## src/rtl/uart_trig_pkg.sv

```systemverilog
package uart_trig_pkg;

    localparam int FIFO_DEPTH = 64;
    localparam int CNT_W      = $clog2(FIFO_DEPTH + 1);
    localparam int PROG_W     = 8;

    typedef logic [CNT_W-1:0]  cnt_t;
    typedef logic [PROG_W-1:0] prog_t;

    typedef enum logic [1:0] {
        SRC_SINGLE = 2'd0,
        SRC_FIXED  = 2'd1,
        SRC_PROG   = 2'd2
    } thr_src_e;

    typedef struct packed {
        cnt_t rx;
        cnt_t tx;
    } thr_pair_t;

    function automatic thr_src_e decode_src(input logic en, input logic [1:0] sel);
        if (!en)              return SRC_SINGLE;
        else if (sel == 2'b10) return SRC_FIXED;
        else if (sel == 2'b11) return SRC_PROG;
        else                  return SRC_SINGLE;
    endfunction

    function automatic cnt_t fixed_rx_level(input logic [1:0] code);
        case (code)
            2'b00:   return cnt_t'(8);
            2'b01:   return cnt_t'(16);
            2'b10:   return cnt_t'(56);
            default: return cnt_t'(60);
        endcase
    endfunction

    function automatic cnt_t fixed_tx_level(input logic [1:0] code);
        case (code)
            2'b00:   return cnt_t'(8);
            2'b01:   return cnt_t'(16);
            2'b10:   return cnt_t'(32);
            default: return cnt_t'(56);
        endcase
    endfunction

    function automatic cnt_t sanitise_prog(input prog_t v);
        if (v == '0)
            return cnt_t'(1);
        else if (int'(v) > FIFO_DEPTH)
            return cnt_t'(FIFO_DEPTH);
        else
            return cnt_t'(v);
    endfunction

endpackage

```

## src/rtl/uart_trig_thr_pick.sv

```systemverilog
module uart_trig_thr_pick
    import uart_trig_pkg::*;
(
    input  logic      fifo_en,
    input  logic [1:0] tbl_sel,
    input  logic [1:0] rx_code,
    input  logic [1:0] tx_code,
    input  prog_t     rx_prog,
    input  prog_t     tx_prog,
    output thr_pair_t thr_o
);

    thr_src_e src;

    always_comb begin
        src = decode_src(fifo_en, tbl_sel);
        unique case (src)
            SRC_FIXED: begin
                thr_o.rx = fixed_rx_level(rx_code);
                thr_o.tx = fixed_tx_level(tx_code);
            end
            SRC_PROG: begin
                thr_o.rx = sanitise_prog(rx_prog);
                thr_o.tx = sanitise_prog(tx_prog);
            end
            default: begin
                thr_o.rx = cnt_t'(1);
                thr_o.tx = '0;
            end
        endcase
    end

endmodule

```

## src/rtl/uart_trig_cmp.sv

```systemverilog
module uart_trig_cmp #(
    parameter int  CNT_W  = 7,
    parameter bit  UPWARD = 1'b1
) (
    input  logic             clk,
    input  logic             rst,
    input  logic [CNT_W-1:0] cnt,
    input  logic [CNT_W-1:0] thr,
    output logic             req
);

    logic hit;

    generate
        if (UPWARD) begin : g_fill
            assign hit = (cnt >= thr);
        end else begin : g_drain
            assign hit = (cnt <= thr);
        end
    endgenerate

    always_ff @(posedge clk) begin
        if (rst) req <= 1'b0;
        else     req <= hit;
    end

endmodule

```

## src/rtl/uart_trig_sel.sv

```systemverilog
module uart_trig_sel
    import uart_trig_pkg::*;
(
    input  logic       clk,
    input  logic       rst,
    input  logic       fifo_en,
    input  logic [1:0] tbl_sel,
    input  logic [1:0] rx_code,
    input  logic [1:0] tx_code,
    input  logic [7:0] rx_prog,
    input  logic [7:0] tx_prog,
    input  logic [6:0] rx_cnt,
    input  logic [6:0] tx_cnt,
    output logic       rx_req,
    output logic       tx_req,
    output logic [6:0] rx_thr,
    output logic [6:0] tx_thr
);

    thr_pair_t thr_next;
    thr_pair_t thr_q;

    uart_trig_thr_pick u_pick (
        .fifo_en (fifo_en),
        .tbl_sel (tbl_sel),
        .rx_code (rx_code),
        .tx_code (tx_code),
        .rx_prog (rx_prog),
        .tx_prog (tx_prog),
        .thr_o   (thr_next)
    );

    always_ff @(posedge clk) begin
        if (rst) begin
            thr_q.rx <= cnt_t'(1);
            thr_q.tx <= '0;
        end else begin
            thr_q <= thr_next;
        end
    end

    assign rx_thr = thr_q.rx;
    assign tx_thr = thr_q.tx;

    uart_trig_cmp #(.CNT_W(CNT_W), .UPWARD(1'b1)) u_rx_cmp (
        .clk (clk),
        .rst (rst),
        .cnt (rx_cnt),
        .thr (thr_next.rx),
        .req (rx_req)
    );

    uart_trig_cmp #(.CNT_W(CNT_W), .UPWARD(1'b0)) u_tx_cmp (
        .clk (clk),
        .rst (rst),
        .cnt (tx_cnt),
        .thr (thr_next.tx),
        .req (tx_req)
    );


    rx_req_level_chk: assert property (@(posedge clk) disable iff (rst)
        !$past(rst) |-> (rx_req == ($past(rx_cnt) >= rx_thr)));


    tx_req_level_chk: assert property (@(posedge clk) disable iff (rst)
        !$past(rst) |-> (tx_req == ($past(tx_cnt) <= tx_thr)));


    single_sel_chk: assert property (@(posedge clk) disable iff (rst)
        (fifo_en && !tbl_sel[1]) |=> (rx_thr == 7'd1 && tx_thr == 7'd0));


    fifo_off_chk: assert property (@(posedge clk) disable iff (rst)
        !fifo_en |=> (rx_thr == 7'd1 && tx_thr == 7'd0));


    prog_zero_chk: assert property (@(posedge clk) disable iff (rst)
        (fifo_en && tbl_sel == 2'b11 && rx_prog == 8'd0) |=> (rx_thr == 7'd1));


    prog_high_chk: assert property (@(posedge clk) disable iff (rst)
        (fifo_en && tbl_sel == 2'b11 && tx_prog > 8'd64) |=> (tx_thr == 7'd64));


    prog_pass_chk: assert property (@(posedge clk) disable iff (rst)
        (fifo_en && tbl_sel == 2'b11 && rx_prog != 8'd0 && rx_prog <= 8'd64)
        |=> (rx_thr == $past(rx_prog[6:0])));


    fixed_rx_floor_chk: assert property (@(posedge clk) disable iff (rst)
        (fifo_en && tbl_sel == 2'b10) |=> (rx_thr >= 7'd8 && rx_thr <= 7'd60));


    reset_state_chk: assert property (@(posedge clk)
        $past(rst) |-> (!rx_req && !tx_req && rx_thr == 7'd1 && tx_thr == 7'd0));

endmodule

```

## config.mk

```make
export PLATFORM = sky130hd
export DESIGN_NAME = uart_trig_sel
export DESIGN_NICKNAME = d
export VERILOG_FILES = /design/src/rtl/uart_trig_pkg.sv /design/src/rtl/uart_trig_thr_pick.sv /design/src/rtl/uart_trig_cmp.sv /design/src/rtl/uart_trig_sel.sv
export SDC_FILE = /design/constraint.sdc
export NUM_CORES = 1
export LEC_CHECK = 0
export BUFFER_PORTS_ARGS = -buffer_cell sky130_fd_sc_hd__buf_4
export CAP_MARGIN = 20
export CORE_UTILIZATION = 30
export CTS_BUF_LIST = sky130_fd_sc_hd__clkbuf_8
export DETAILED_ROUTE_END_ITERATION = 10
export GPL_ROUTABILITY_DRIVEN = 0
export GPL_TIMING_DRIVEN = 0
export PLACE_DENSITY_LB_ADDON = 0.2
export SLEW_MARGIN = 10
export SYNTH_ARGS = -nofsm -noshare
export SYNTH_HDL_FRONTEND = slang
export SYNTH_SLANG_ARGS = --single-unit
```

## constraint.sdc

```tcl
create_clock -name clk -period 2.61 [get_ports clk]
set_input_delay 0.1305 -clock clk [delete_from_list [all_inputs] [get_ports clk]]
set_output_delay 0.1305 -clock clk [all_outputs]
set_load 0.005 [all_outputs]
```

==> flow_summary_export.csv <==
group,metric,value,unit
status,run_status,"completed",
cts,h-tree-depth,1,
grt,antenna_found_initial,0,
power_and_ir_drop,ir_worst_vdd,0.0001614,V
worst_setup_path,crit_type,"in2reg",
worst_setup_path,arrival,2.53,ns
drt,drt_iter0_drc,26,
placement,hpwl,2245,microns
sta,setup_viol,0,
logic_synthesis,ys.warnings.count,0,
sta,relSlewSlack,71.80,%
die,die_h,60.73,microns
die,num_io_pins,55,
cts,path_clk_slew,0.06,ns
drt,dr_total_vias,1048,
cts,cts_sinks,16,
drt,dr.pass1.iters,4,
grt,grt.total_usage,15.13,%
sta,finalSetupTns,0,ns
logic_synthesis,ys_seq_elements,16,
layout,multi_input_area,684.4,sq um
sta,fmax,422.4,MHz
cts,cts_tree,"done",
grt,grt_max_degree,11,
sta,rsz0062_at_grt,"no",
layout,fin_nets,239,
job,drv_cap,0,
die,die_x,60.73,microns
cts,post-cts-setup-buffers,0,
worst_setup_path,required,2.78,ns
cts,cts_hold_buf,0,
layout,final_util,49.17,%
cts,cts_resized,0,
placement,place_ws,0.003617,ns
sta,fin_ws,0.2426,ns
logic_synthesis,yosysSeqAreaShare,30.96,%
placement,buffer_ports.inserted,54,
grt,grt_pass1_wl,4215,microns
die,die_area,0.003688,sq mm
layout,seqCellArea,320.3,sq um
sta,tightestPinTransition,0.4231,ns
min_path,hold_path.class,"in2reg",
logic_synthesis,avgSynthCellArea,8.481,sq um
cts,cts_made_buffers,3,
layout,fill_cells,326,
drt,wirelength,2574,microns
sta,layout_min_cycle_time,2.367,ns
drt,drc,0,
die,start_util,32.82,%
worst_setup_path,crit_path_end_kind,"flip-flop",
drt,vias_per_cell,4.679,
drt,ant_nets,0,
layout,drive_gt1_share,37.78,%
worst_setup_path,cp-start-kind,"input pin",
sta,final_hold_viol_count,0,
power_and_ir_drop,p_leak,0.7157,nW
layout,num_antenna_cells,0,
grt,grt-ovfl-total,0,
logic_synthesis,synth_nets,180,
layout,syn_to_final_growth,49.82,%
logic_synthesis,syn_inst,122,
die,placeableCoreArea,0.003153,sq mm
power_and_ir_drop,p_total,0.0005814,W
logic_synthesis,synth.distinct_cells,30,
logic_synthesis,synth.cell_area,0.001035,sq mm
cts,cts-root-buf,"clkbuf_8",
power_and_ir_drop,powerDensity,375.1,mW/mm^2
grt,grt_pass1_vias,1030,
worst_setup_path,worstPathMaxFanout,4,
die,num_rows,20,
cts,cts.path.max_buffers,2,
sta,fin_crit_sh,90.70,%
sta,slew_viol_final,0,
drt,wl_per_cell,11.49,microns
## power by group
group | internal [W] | leakage [nW] | switching (W)
logic | 0.0000688 | 0.557 | 0.0000535
clock network | 0.000133 | 0.0288 | 0.0000761
registers | 0.000249 | 0.130 | 0.00000111
total | 0.000451 | 0.716 | 0.000131
## worst max-delay path, stage by stage
cell and delay, ns:
buf_4 0.11, or2_2 0.30, ha_1 0.33, nand2b_1 0.22
nor3_2 0.24, a21oi_1 0.14, ha_1 0.30, a211oi_1 0.20
nor2_1 0.08, or4_1 0.39, o21ai_0 0.09
## per-layer routing
layer | share of wire (%) | up-vias | track usage, %
met3 | 4.8 | 6 | 2.985
met2 | 48 | 29 | 25.75
met1 | 45 | 463 | 18.31
met4 | 1.3 | 0 | 7.143
met5 | 0 | - | 0
li1 | - | 550 | -
## kinds of logic after synthesis
group | after synthesis | synth area share, %
flip-flops | 16 | 30.96
adder cells (fa/ha/maj) | 19 | 22.97
AO/OA/AOI/OAI | 23 | 14.15
AND/OR/NAND/NOR | 56 | 29.02
buffers and inverters | 8 | 2.902
## synthesized netlist by cell type
library cell | instances | area [sq um]
a211oi_1 | 1 | 7.510
a21o_1 | 2 | 15.01
a21oi_1 | 8 | 40.04
a22oi_1 | 2 | 15.01
a31oi_1 | 1 | 6.260
a32oi_1 | 2 | 17.52
and2_1 | 2 | 12.51
and2_4 | 1 | 8.760
and2b_1 | 1 | 7.510
clkbuf_1 | 2 | 7.510
dfxtp_1 | 16 | 320.3
ha_1 | 19 | 237.7
inv_1 | 6 | 22.52
nand2_1 | 6 | 22.52
nand2b_1 | 4 | 25.02
nand3_1 | 4 | 20.02
nand3b_1 | 1 | 7.510
nand4_1 | 2 | 12.51
nand4b_1 | 1 | 8.760
nor2_1 | 14 | 52.55
nor2_2 | 1 | 6.260
nor3_1 | 10 | 50.05
nor3_2 | 1 | 10.01
o21a_1 | 1 | 7.510
o21ai_0 | 4 | 20.02
o21ai_2 | 2 | 17.52
or2_1 | 2 | 12.51
or2_2 | 4 | 25.02
or4_1 | 1 | 7.510
or4_4 | 1 | 11.26
## flip-flops by register name, summed over array words and instances, names as in the netlist
register and cells:
u_rx_cmp.req 1, rx_thr 7, u_tx_cmp.req 1, tx_thr 7
## final timing paths
| kind | startpoint | endpoint | depth (start not counted) |
|---|---|---|---|
| max | tbl_sel[0] | u_tx_cmp.req | 11 |
| min | rst | tx_thr[0] | 2 |
## metrics by stage
step / hold slack, ns / instance area (sq um) / cells
floorplan: 0.2071 / 1035 / 122
global placement: 0.3575 / 1495 / 220
detailed placement: 0.3577 / 1495 / 220
CTS: 0.09809 / 1550 / 224
global route: 0.1078 / 1550 / 224
finish: 0.1030 / 1550 / 224
## final cells by class
class | count | share of cell area, %
Buffer | 2 | 0.4843
Tap cell | 44 | 3.551
Sequential cell | 16 | 20.66
Inverter | 6 | 1.453
Multi-Input combinational cell | 98 | 44.15
Clock buffer | 4 | 3.551
Timing Repair Buffer | 54 | 26.15
## cells in the final DEF (no fill, tap or decap), types with 2 or more instances in the layout
master / synthesis / routed
a21o_1: 2 / 2
a21oi_1: 8 / 8
a22oi_1: 2 / 2
a32oi_1: 2 / 2
and2_1: 2 / 2
buf_4: 0 / 54
clkbuf_1: 2 / 2
clkbuf_8: 0 / 4
dfxtp_1: 16 / 16
ha_1: 19 / 19
inv_1: 6 / 6
nand2_1: 6 / 6
nand2b_1: 4 / 4
nand3_1: 4 / 4
nand4_1: 2 / 2
nor2_1: 14 / 14
nor3_1: 10 / 10
o21ai_0: 4 / 4
o21ai_2: 2 / 2
or2_1: 2 / 2
or2_2: 4 / 4
(Power assumes the default switching activity.)
